===== src/rtl/hbo_pkg.sv =====
package hbo_pkg;
  typedef enum logic [1:0] {
    HB_OWN    = 2'd0,
    HB_DROP   = 2'd1,
    HB_HOST   = 2'd2,
    HB_RETURN = 2'd3
  } hb_state_t;
endpackage


===== src/rtl/hbo_sync.sv =====
module hbo_sync #(
  parameter int STAGES  = 2,
  parameter bit RST_VAL = 1'b1
) (
  input  logic clk,
  input  logic rst,
  input  logic d,
  output logic q
);
  logic [STAGES-1:0] chain;

  generate
    if (STAGES == 1) begin : g_one
      always_ff @(posedge clk) begin
        if (rst) chain <= {STAGES{RST_VAL}};
        else     chain <= d;
      end
    end else begin : g_many
      always_ff @(posedge clk) begin
        if (rst) chain <= {STAGES{RST_VAL}};
        else     chain <= {chain[STAGES-2:0], d};
      end
    end
  endgenerate

  assign q = chain[STAGES-1];
endmodule


===== src/rtl/hbo_fsm.sv =====
module hbo_fsm
  import hbo_pkg::*;
(
  input  logic clk,
  input  logic rst,
  input  logic req_act,
  input  logic cyc_busy,
  output logic bus_oe,
  output logic host_ack_n
);
  hb_state_t state, state_nx;

  always_comb begin
    state_nx = state;
    unique case (state)
      HB_OWN:    if (req_act && !cyc_busy) state_nx = HB_DROP;
      HB_DROP:   state_nx = req_act ? HB_HOST : HB_OWN;
      HB_HOST:   if (!req_act) state_nx = HB_RETURN;
      HB_RETURN: state_nx = HB_OWN;
      default:   state_nx = HB_OWN;
    endcase
  end

  always_ff @(posedge clk) begin
    if (rst) begin
      state      <= HB_OWN;
      bus_oe     <= 1'b0;
      host_ack_n <= 1'b1;
    end else begin
      state      <= state_nx;
      bus_oe     <= (state_nx == HB_OWN);
      host_ack_n <= (state_nx != HB_HOST);
    end
  end
endmodule


===== src/rtl/hbo_prio.sv =====
module hbo_prio #(
  parameter int NREQ   = 4,
  parameter int CODE_W = 2
) (
  input  logic              clk,
  input  logic              rst,
  input  logic [NREQ-1:0]   req,
  output logic [CODE_W-1:0] code
);
  localparam int MAXC = (1 << CODE_W) - 1;
  localparam int DEN  = (NREQ > 1) ? (NREQ - 1) : 1;

  logic [CODE_W-1:0] code_nx;

  always_comb begin
    code_nx = '0;
    for (int i = 0; i < NREQ; i++) begin
      if (req[i]) code_nx = CODE_W'(1 + (i * (MAXC - 1)) / DEN);
    end
  end

  always_ff @(posedge clk) begin
    if (rst) code <= '0;
    else     code <= code_nx;
  end
endmodule


===== src/rtl/hbo_ctrl.sv =====
module hbo_ctrl #(
  parameter int SYNC_STAGES = 2,
  parameter int NREQ        = 4,
  parameter int CODE_W      = 2
) (
  input  logic              clk,
  input  logic              rst,
  input  logic              host_req_n,
  input  logic              cyc_busy,
  input  logic [NREQ-1:0]   mem_req,
  output logic              bus_oe,
  output logic              host_ack_n,
  output logic [CODE_W-1:0] pend_code
);
  logic req_n_s;

  hbo_sync #(.STAGES(SYNC_STAGES), .RST_VAL(1'b1)) u_sync (
    .clk (clk),
    .rst (rst),
    .d   (host_req_n),
    .q   (req_n_s)
  );

  hbo_fsm u_fsm (
    .clk        (clk),
    .rst        (rst),
    .req_act    (~req_n_s),
    .cyc_busy   (cyc_busy),
    .bus_oe     (bus_oe),
    .host_ack_n (host_ack_n)
  );

  hbo_prio #(.NREQ(NREQ), .CODE_W(CODE_W)) u_prio (
    .clk  (clk),
    .rst  (rst),
    .req  (mem_req),
    .code (pend_code)
  );
endmodule


===== config.mk =====
export PLATFORM = sky130hd
export DESIGN_NAME = hbo_ctrl
export DESIGN_NICKNAME = d
export VERILOG_FILES = /design/src/rtl/hbo_pkg.sv /design/src/rtl/hbo_sync.sv /design/src/rtl/hbo_fsm.sv /design/src/rtl/hbo_prio.sv /design/src/rtl/hbo_ctrl.sv
export SDC_FILE = /design/constraint.sdc
export NUM_CORES = 1
export LEC_CHECK = 0
export ABC_CLOCK_PERIOD_IN_PS = 1100
export CORE_AREA = 2 2 39 41
export CTS_CLUSTER_SIZE = 25
export DETAILED_ROUTE_END_ITERATION = 12
export DIE_AREA = 0 0 41 43
export GPL_ROUTABILITY_DRIVEN = 0
export PLACE_DENSITY_LB_ADDON = 0.15
export SYNTH_ARGS = -nofsm -noshare
export SYNTH_HDL_FRONTEND = slang
export SYNTH_SLANG_ARGS = --single-unit

===== constraint.sdc =====
create_clock -name clk -period 1.1 [get_ports clk]
set_clock_uncertainty 0.1 [all_clocks]
set_input_delay 0.11 -clock clk [delete_from_list [all_inputs] [get_ports clk]]
set_output_delay 0.11 -clock clk [all_outputs]
set_load 0.005 [all_outputs]

; Word level (Yosys, flattened, before mapping)
; Cells that the tools add are included.
[word_totals]
register_bits = 8
in_bits = 8
output_inout_bits = 4
elab_cells = 22
[op_classes]
n_eq_ne = 4
muxes = 8
bitwise_logic = 1
reduce_logical = 4
[ops]
columns = operator, count
row1 = 2-bit 2-to-1 mux, 5
row2 = 2-bit one-hot mux with 4 select lines, 1
row3 = "2-bit == test, second input constant", 2
row4 = 2-bit zero test, 2
row5 = "2-bit by 1-bit == test with 1-bit output, second input constant", 1
row6 = 1-bit 2-to-1 mux, 2
row7 = "2-bit != test, second input constant", 1
row8 = 1-bit logical AND, 1
row9 = 1-bit zero test, 1
row10 = 1-bit inverter, 1

; Longest topological paths before layout
; Gate-level depths: netlist of run 1.
[logic_depth]
depth_word = 5
depth_mapped = 2
depth_no_buf = 2

; Cells and area by module
; Synthesis of run 1 repeated with hierarchy kept, for this count alone.
[unflattened]
hier_cells = 28
area_unflattened_um2 = 287.8
[by_module_without_submodules]
columns = mod, instances, cells_per_inst, area_each_um2, seq_area_each_um2
row1 = hbo_fsm, 1, 16, 167.7, 80.1
row2 = hbo_prio, 1, 7, 63.8, 40.0
row3 = hbo_sync, 1, 4, 52.6, 40.0
row4 = hbo_ctrl, 1, 1, 3.8, 0.0

; Worst setup path after synthesis of run 1
; No wires, ideal clock.
[synth_timing]
path_kind = register -> register
from = register u_fsm.state[0]
to = register u_fsm.state[1]
setup_time_ps = 66
arrival_ps = 859
t_required_ps = 934
path_slack_ps = 75
path_stages_with_launch = 3
path_buffers = 0
cell_sequence = dfxtp_1 -> or3b_1 -> a21oi_2
[synth_between]
elab_chain_len = 2
[synth_lines]
columns = element, line_no
row1 = start: declaration, hbo_fsm.sv:11  ; hb_state_t state, state_nx;
row2 = start signal: assignment, hbo_fsm.sv:30  ; state <= state_nx;
row3 = "2-bit == test, or another cell as far along", hbo_fsm.sv:15  ; unique case (state)
row4 = 2-bit one-hot mux with 4 select lines (*), hbo_fsm.sv:15
; Mark *: on every way between the ends. The rest lies on a longest branch, timed or not.
; A chain may end at the register's enable or synchronous reset.

; Final worst setup path of run 1
[layout_timing]
from = register u_sync.chain[1]
to = register u_fsm.state[0]
[layout_between]
elab_chain_len = 4
[layout_lines]
columns = element, line_no
row1 = start: declaration, hbo_sync.sv:10  ; logic [STAGES-1:0] chain;
row2 = start signal: assignment, hbo_sync.sv:20  ; if (rst) chain <= {STAGES{RST_VAL}};
row3 = start signal: assignment, hbo_sync.sv:21  ; else chain <= {chain[STAGES-2:0], d};
row4 = 1-bit inverter, hbo_ctrl.sv:27  ; .req_act (~req_n_s),
row5 = 1-bit logical AND, hbo_fsm.sv:16  ; HB_OWN: if (req_act && !cyc_busy) state_nx = HB_DROP;
row6 = 2-bit 2-to-1 mux, hbo_fsm.sv:16
row7 = 2-bit one-hot mux with 4 select lines (*), hbo_fsm.sv:15
; Marked as above.

==> run summary, run 1 <==
WHS Path Cells: 1
Clk pin slew, worst setup/hold paths: 0.06 ns
Routed WL per cell: 9.24 um
Nets: 52
Via/cell ratio: 4.14
Routed WL: 536 um
Layout cells sized above 1: 0.333
Die footprint: 0.00176 mm^2
Total leakage power: 0.000178 uW
Maximum clock rate: 935 MHz
H-tree depth: 1
Crit path buf inv count: 0
Final Hold Viols: 0
Worst skew pair latency: 0.25 ns
Hold_buf cts: 0
Period minus WS final: 1.07 ns
CTS Sinks: 8
Synth-to-layout area growth: 63.5%
Worst Hold Launch: u_sync.chain[0]
Crit path max-delay family: simple AND/OR/NAND/NOR gates
Crit Reg-Reg Startpoint: u_sync.chain[1]
RSZ-0062 raised after global routing: no
Initial DRC count: 2
Crit start category: register
EDFF count, synth: 0
WP data arrival: 1.14 ns
Distinct cells, synth: 15
DR vias: 240
Part of the Yosys area used for sequential elements: 0.577
Synth warn: 0
Final ANT Viol Nets: 0
Comb pwr share: 0.105
Overall routing resource usage: 0.0835
Core box area: 0.00138 mm^2
Clock root buffer: clkbuf_4
FF-to-FF path depth: 2
Final Core Density: 0.328
Pwr Density: 1300 mW/mm^2
Slack of the critical path: 0.0307 ns
Total Power: 590 uW
Clock power frac: 0.379
Synthesized flop and latch total: 8
WP data required: 1.17 ns
Crit path launch: u_sync.chain[1]
Critical-path maximum fanout: 5
Slowest cell on the critical path: or3_4
Sequential share of power: 0.516
Total grt overflow: 0
First-pass GRT wire length: 883 um
Int Power: 469 uW
Nature of the critical path endpoint: register
NetSw: 121 uW
Inserted Clock Buffers: 3
Worst setup path class: register to register
Top post-synthesis cells by area: dfxtp_1 (58%), a211oi_2 (4.5%), or2_2 (4.5%)
Post-Place Setup Slack: -0.107 ns
Relative slew slack: 0.894
Sw Share: 0.205
Fin. max-slew vios: 0
Syn Area/Cell: 10.7 um^2
Crit-path max cell delay: 0.38 ns
Critical-path cell list: or3_4 -> a211oi_2
Initial core utilization: 0.201
Final setup vio count: 0
Row count: 14
IO Count: 12
Port Buf Inserts: 11
First-pass DRT Iterations: 4
Synthesized area: 278 um^2
N_diodes: 0
Bufs on Longest Clock Path: 2
Syn Inst Count: 26
Outcome: finished clean
Number of global-route vias before repair: 223
Die width: 41 um
Die Y: 43 um
Share of the synthesized area in the top cell type: 0.577
Worst Max-Slew Pin Slew: 0.158 ns
Post-synth ARST share: 0
CTS tree: yes
Post-synth top cells: dfxtp_1 (8), inv_1 (2), nor2_1 (2), or2_2 (2), or3_1 (2)
Antenna violations before repair: 0
Most common cell in the synthesized netlist: dfxtp_1
Detail Placement HPWL: 398 um
DRC: 0
Max Cap Violations: 0
Leading area contributor after synthesis: dfxtp_1
Max rail drop VDD: 489 uV
Syn_nets: 34
Primary FF master, synth: dfxtp_1
Cell count along the critical path: 2
Final period utilization: 0.972
Worst hold path class: register to register
Pin count of the biggest net entering global routing: 7
power groups by stage:
stage | Sequential, uW | Clock (uW) | Combinational, uW
after floorplan | 313 | 0 | 14.6
after detailed placement | 313 | 0 | 66.4
after global routing | 306 | 263 | 68.0
after global placement | 312 | 0 | 65.2
final | 305 | 223 | 62.1
after CTS | 306 | 242 | 61.9
logic make-up after synthesis:
| logic type | count (synthesis) | synth area share |
|---|---|---|
| AND/OR/NAND/NOR | 10 | 0.207 |
| flip-flops | 8 | 0.577 |
| buffers and inverters | 2 | 0.0270 |
| XOR/XNOR | 1 | 0.0315 |
| AO/OA/AOI/OAI | 5 | 0.158 |
flip-flops by register name, summed over array words and instances, names as in the netlist:
signal	count
u_fsm.host_ack_n	1
u_fsm.bus_oe	1
u_fsm.state	2
u_prio.code	2
u_sync.chain	2
per-stage QoR:
stage / area [um^2] / TNS (ns) / hold WS, ns / std cells
final: 454 / 0 / 0.308 / 58
after global routing: 454 / 0 / 0.323 / 58
after CTS: 440 / 0 / 0.305 / 58
after detailed placement: 423 / -0.304 / 0.294 / 55
after global placement: 423 / -0.265 / 0.294 / 55
after floorplan: 278 / 0 / 0.0724 / 26
per-layer routing:
metal,wire [um],GRT usage,vias up
met5,0,0,-
met3,47,0.0471,2
met1,195,0.0809,106
met2,284,0.106,12
li1,-,-,120
met4,8,0.100,0
final timing paths:
path                          end  slack (ns)
setup / recovery   u_fsm.state[0]        0.03
hold / removal    u_sync.chain[1]        0.31
setup reg to reg   u_fsm.state[0]        0.03
hold reg to reg   u_sync.chain[1]        0.31
worst reg2reg max path, cell delays in order, from the launching register on:
cell      delay, ns
dfxtp_2        0.34
or3_4          0.38
a211oi_2       0.17
timing repair:
| action | in CTS | in global routing |
|---|---|---|
| endpoints found under the setup margin | 4 | 2 |
| resized for setup | 4 | 6 |
| endpoints found under the hold margin | 0 | 0 |
| setup buffers | 0 | 0 |
layout make-up:
type                            instances  area (um^2)
Clock buffer                            3         22.5
Fill cell                             147          930
Inverter                                2         7.51
Multi-Input combinational cell         16          118
Sequential cell                         8          166
Tap cell                               16         20.0
Timing Repair Buffer                   13          120
cells in the final DEF (no fill, tap or decap), drive strengths merged:
master / count
or3: 2
dfxtp: 8
o311a: 1
a211oi: 1
buf: 2
nand2b: 1
or3b: 1
clkbuf: 3
nor2: 2
or2: 2
nor2b: 1
clkdlybuf4s50: 7
dlygate4sd2: 4
nand2: 1
a21oi: 2
o21bai: 1
xnor2: 1
inv: 2
No activity file was read; power rests on OpenSTA's default activity.
==> inputs of run 2 (changes only) <==
- REMOVE_ABC_BUFFERS: not set -> 1
==> results of run 2 <==
The final DEF is identical to that of run 1; final timing and power are the same.
==> inputs of run 3 (changes only) <==
- CORE_AREA: 2 2 39 41 -> 10 10 47 49
- DIE_AREA: 0 0 41 43 -> 0 0 57 59
==> run 3 against run 2 <==
  * Hold slack worse by 0.0033 ns
  * Flip-flop and latch count unchanged
  * Sequential share of layout area up 0.26 points
  * Die area grew 91%
  * Count of clock-buffer cells in the layout did not move
  * Final area shrank 2.2%
  * Critical endpoint unchanged
  * Largest power group unchanged
  * Non-clock buffer count stayed put
  * First-iteration DRC count down 100%
  * Via count up 1.3%
  * Routed wire length grew 8.0%
==> run summary, run 3 (synthesis gave the netlist of run 1 again) <==
Max Cap Violations: 0 (unchanged)
N_diodes: 0 (unchanged)
Final setup vio count: 0 (unchanged)
Most common cell after layout, fill and taps aside: clkdlybuf4s50_1
FF-to-FF path depth: 2 (unchanged)
Worst setup path class: register to register
Outcome: finished clean
Worst Max-Slew Pin Slew: 0.158 ns (-0.000282 ns)
Clock root buffer: clkbuf_4
Post-CTS Setup Bufs: 0 (unchanged)
Post-Place Setup Slack: -0.0982 ns (+0.00916 ns)
Initial core utilization: 0.198 (-0.00251)
Nets: 52 (unchanged)
Pin count of the biggest net entering global routing: 7 (unchanged)
Die Y: 59 um (+37%)
Overall routing resource usage: 0.0438 (-0.0397)
DR vias: 243 (+1.3%)
Worst hold path class: register to register
Synth-to-layout area growth: 59.9%
Sequential cell area: 164 um^2 (-1.5%)
Die width: 57 um (+39%)
Critical-path maximum fanout: 6 (+1)
Setup crit end: u_fsm.state[0]
Detail Placement HPWL: 486 um (+22%)
Core box area: 0.00140 mm^2 (+1.3%)
Row count: 14 (unchanged)
Nature of the critical path endpoint: register
Final period utilization: 0.968 (-0.00419)
Crit Reg-Reg Startpoint: u_fsm.state[1]
Dpl cells: 55 (unchanged)
Commonest non-fill, non-tap cells in the layout: clkdlybuf4s50_1 (7), dfxtp_1 (5), dlygate4sd2_1 (4)
Via/cell ratio: 4.19 (+1.2%)
FF-to-FF End: u_fsm.state[0]
Routed WL per cell: 9.98 um (+8.0%)
Die footprint: 0.00336 mm^2 (+91%)
Final ANT Viol Nets: 0 (unchanged)
Post-route setup TNS: 0 ns (unchanged)
Routed WL: 579 um (+8.0%)
DRC: 0 (unchanged)
Crit path launch: u_fsm.state[1]
Max rail drop VDD: 642 uV (+31%)
Bufs on Longest Clock Path: 2 (unchanged)
Clk pin slew, worst setup/hold paths: 0.05 ns (about the same)
Total leakage power: 0.000174 uW (-2.2%)
Multi-input gate area in the final layout: 110 um^2 (-6.4%)
Maximum clock rate: 939 MHz (+0.43%)
RSZ-0062 raised after global routing: yes
Inserted Clock Buffers: 3 (unchanged)
Total grt overflow: 0 (unchanged)
WP data required: 1.17 ns (about the same)
CTS tree: yes
Worst hold slack: 0.305 ns (-0.00328 ns)
Regs by FF count: u_fsm.state x2, u_prio.code x2, u_sync.chain x2
Worst skew pair latency: 0.25 ns (about the same)
Initial DRC count: 0 (-2)
First-pass GRT wire length: 1.08 mm (+22%)
Relative slew slack: 0.894 (about the same)
Slack of the critical path: 0.0353 ns (+0.00461 ns)
WP data arrival: 1.14 ns (about the same)
Pwr Density: 1320 mW/mm^2 (+1.6%)
Reg-to-reg slack, setup: 0.04 ns (about the same)
Period minus WS final: 1.06 ns (-0.00461 ns)
CTS Sinks: 8 (unchanged)
Layout cells sized above 1: 0.286 (-0.0476)
Post-Layout Cell Count: 58 (unchanged)
Crit start category: register
First-pass DRT Iterations: 1 (-3)
Antenna violations before repair: 0 (unchanged)
# fillers: 152 (+3.4%)
Number of global-route vias before repair: 263 (+18%)
Total Power: 587 uW (-0.61%)
Final Hold Viols: 0 (unchanged)
Port Buf Inserts: 11 (unchanged)
H-tree depth: 1 (unchanged)
IO Count: 12 (unchanged)
Fin. max-slew vios: 0 (unchanged)
[run 3: cell types whose count changed in the layout (fill, tap and decap cells not counted)]
cell / delta
dfxtp_2: +1
dfxtp_4: -1
or3_1: +1
or3_4: -1
or3b_1: +1
or3b_4: -1
[run 3: through the flow]
| stage | utilization | area (um^2) |
|---|---|---|
| 3_5_place_dp | 0.302 | 423 |
| 3_3_place_gp | 0.302 | 423 |
| 6_report | 0.317 | 444 |
| 4_1_cts | 0.314 | 440 |
| 5_1_grt | 0.317 | 444 |
| 2_1_floorplan | - | 278 |
[run 3: worst max-delay path: stages, from the launching register on]
cell and delay (ns):
dfxtp_2 0.34, or3_1 0.36, a211oi_2 0.18
[run 3: timing repair]
action,4_1_cts,5_1_grt
hold endpoints to repair,0,0
endpoints found under the setup margin,4,2
resized for setup,4,3
hold buffers,0,0
gates cloned,0,0
[run 3: worst min-delay path by stage]
stage,cells past startpoint,from,to
4_1_cts,1,u_sync.chain[0],u_sync.chain[1]
5_1_grt,2,host_req_n,u_sync.chain[0]
2_1_floorplan,1,rst,u_fsm.state[1]
6_report,1,u_sync.chain[0],u_sync.chain[1]
3_3_place_gp,1,u_sync.chain[0],u_sync.chain[1]
3_5_place_dp,1,u_sync.chain[0],u_sync.chain[1]
[run 3: power breakdown]
part | total [uW] | internal, uW | leakage, uW | switching [uW]
combinational | 60.9 | 43.0 | 0.0000935 | 17.9
clock | 219 | 124 | 0.0000138 | 94.4
sequential | 307 | 302 | 0.0000667 | 4.30
total | 587 | 470 | 0.000174 | 117
[run 3: layout make-up]
type,instances,area share
inverter,2,0.0169
multi-input combinational,16,0.248
tap,16,0.0451
sequential,8,0.369
timing repair buffer,13,0.270
clock buffer,3,0.0507
[run 3: layer usage]
metal  vias up  part of all wire  GRT usage
li1        122                 -          -
met1       108              0.38     0.0324
met2        13              0.48     0.0682
met3         0              0.14     0.0515
met4         0                 0     0.0201
met5         -                 0          0
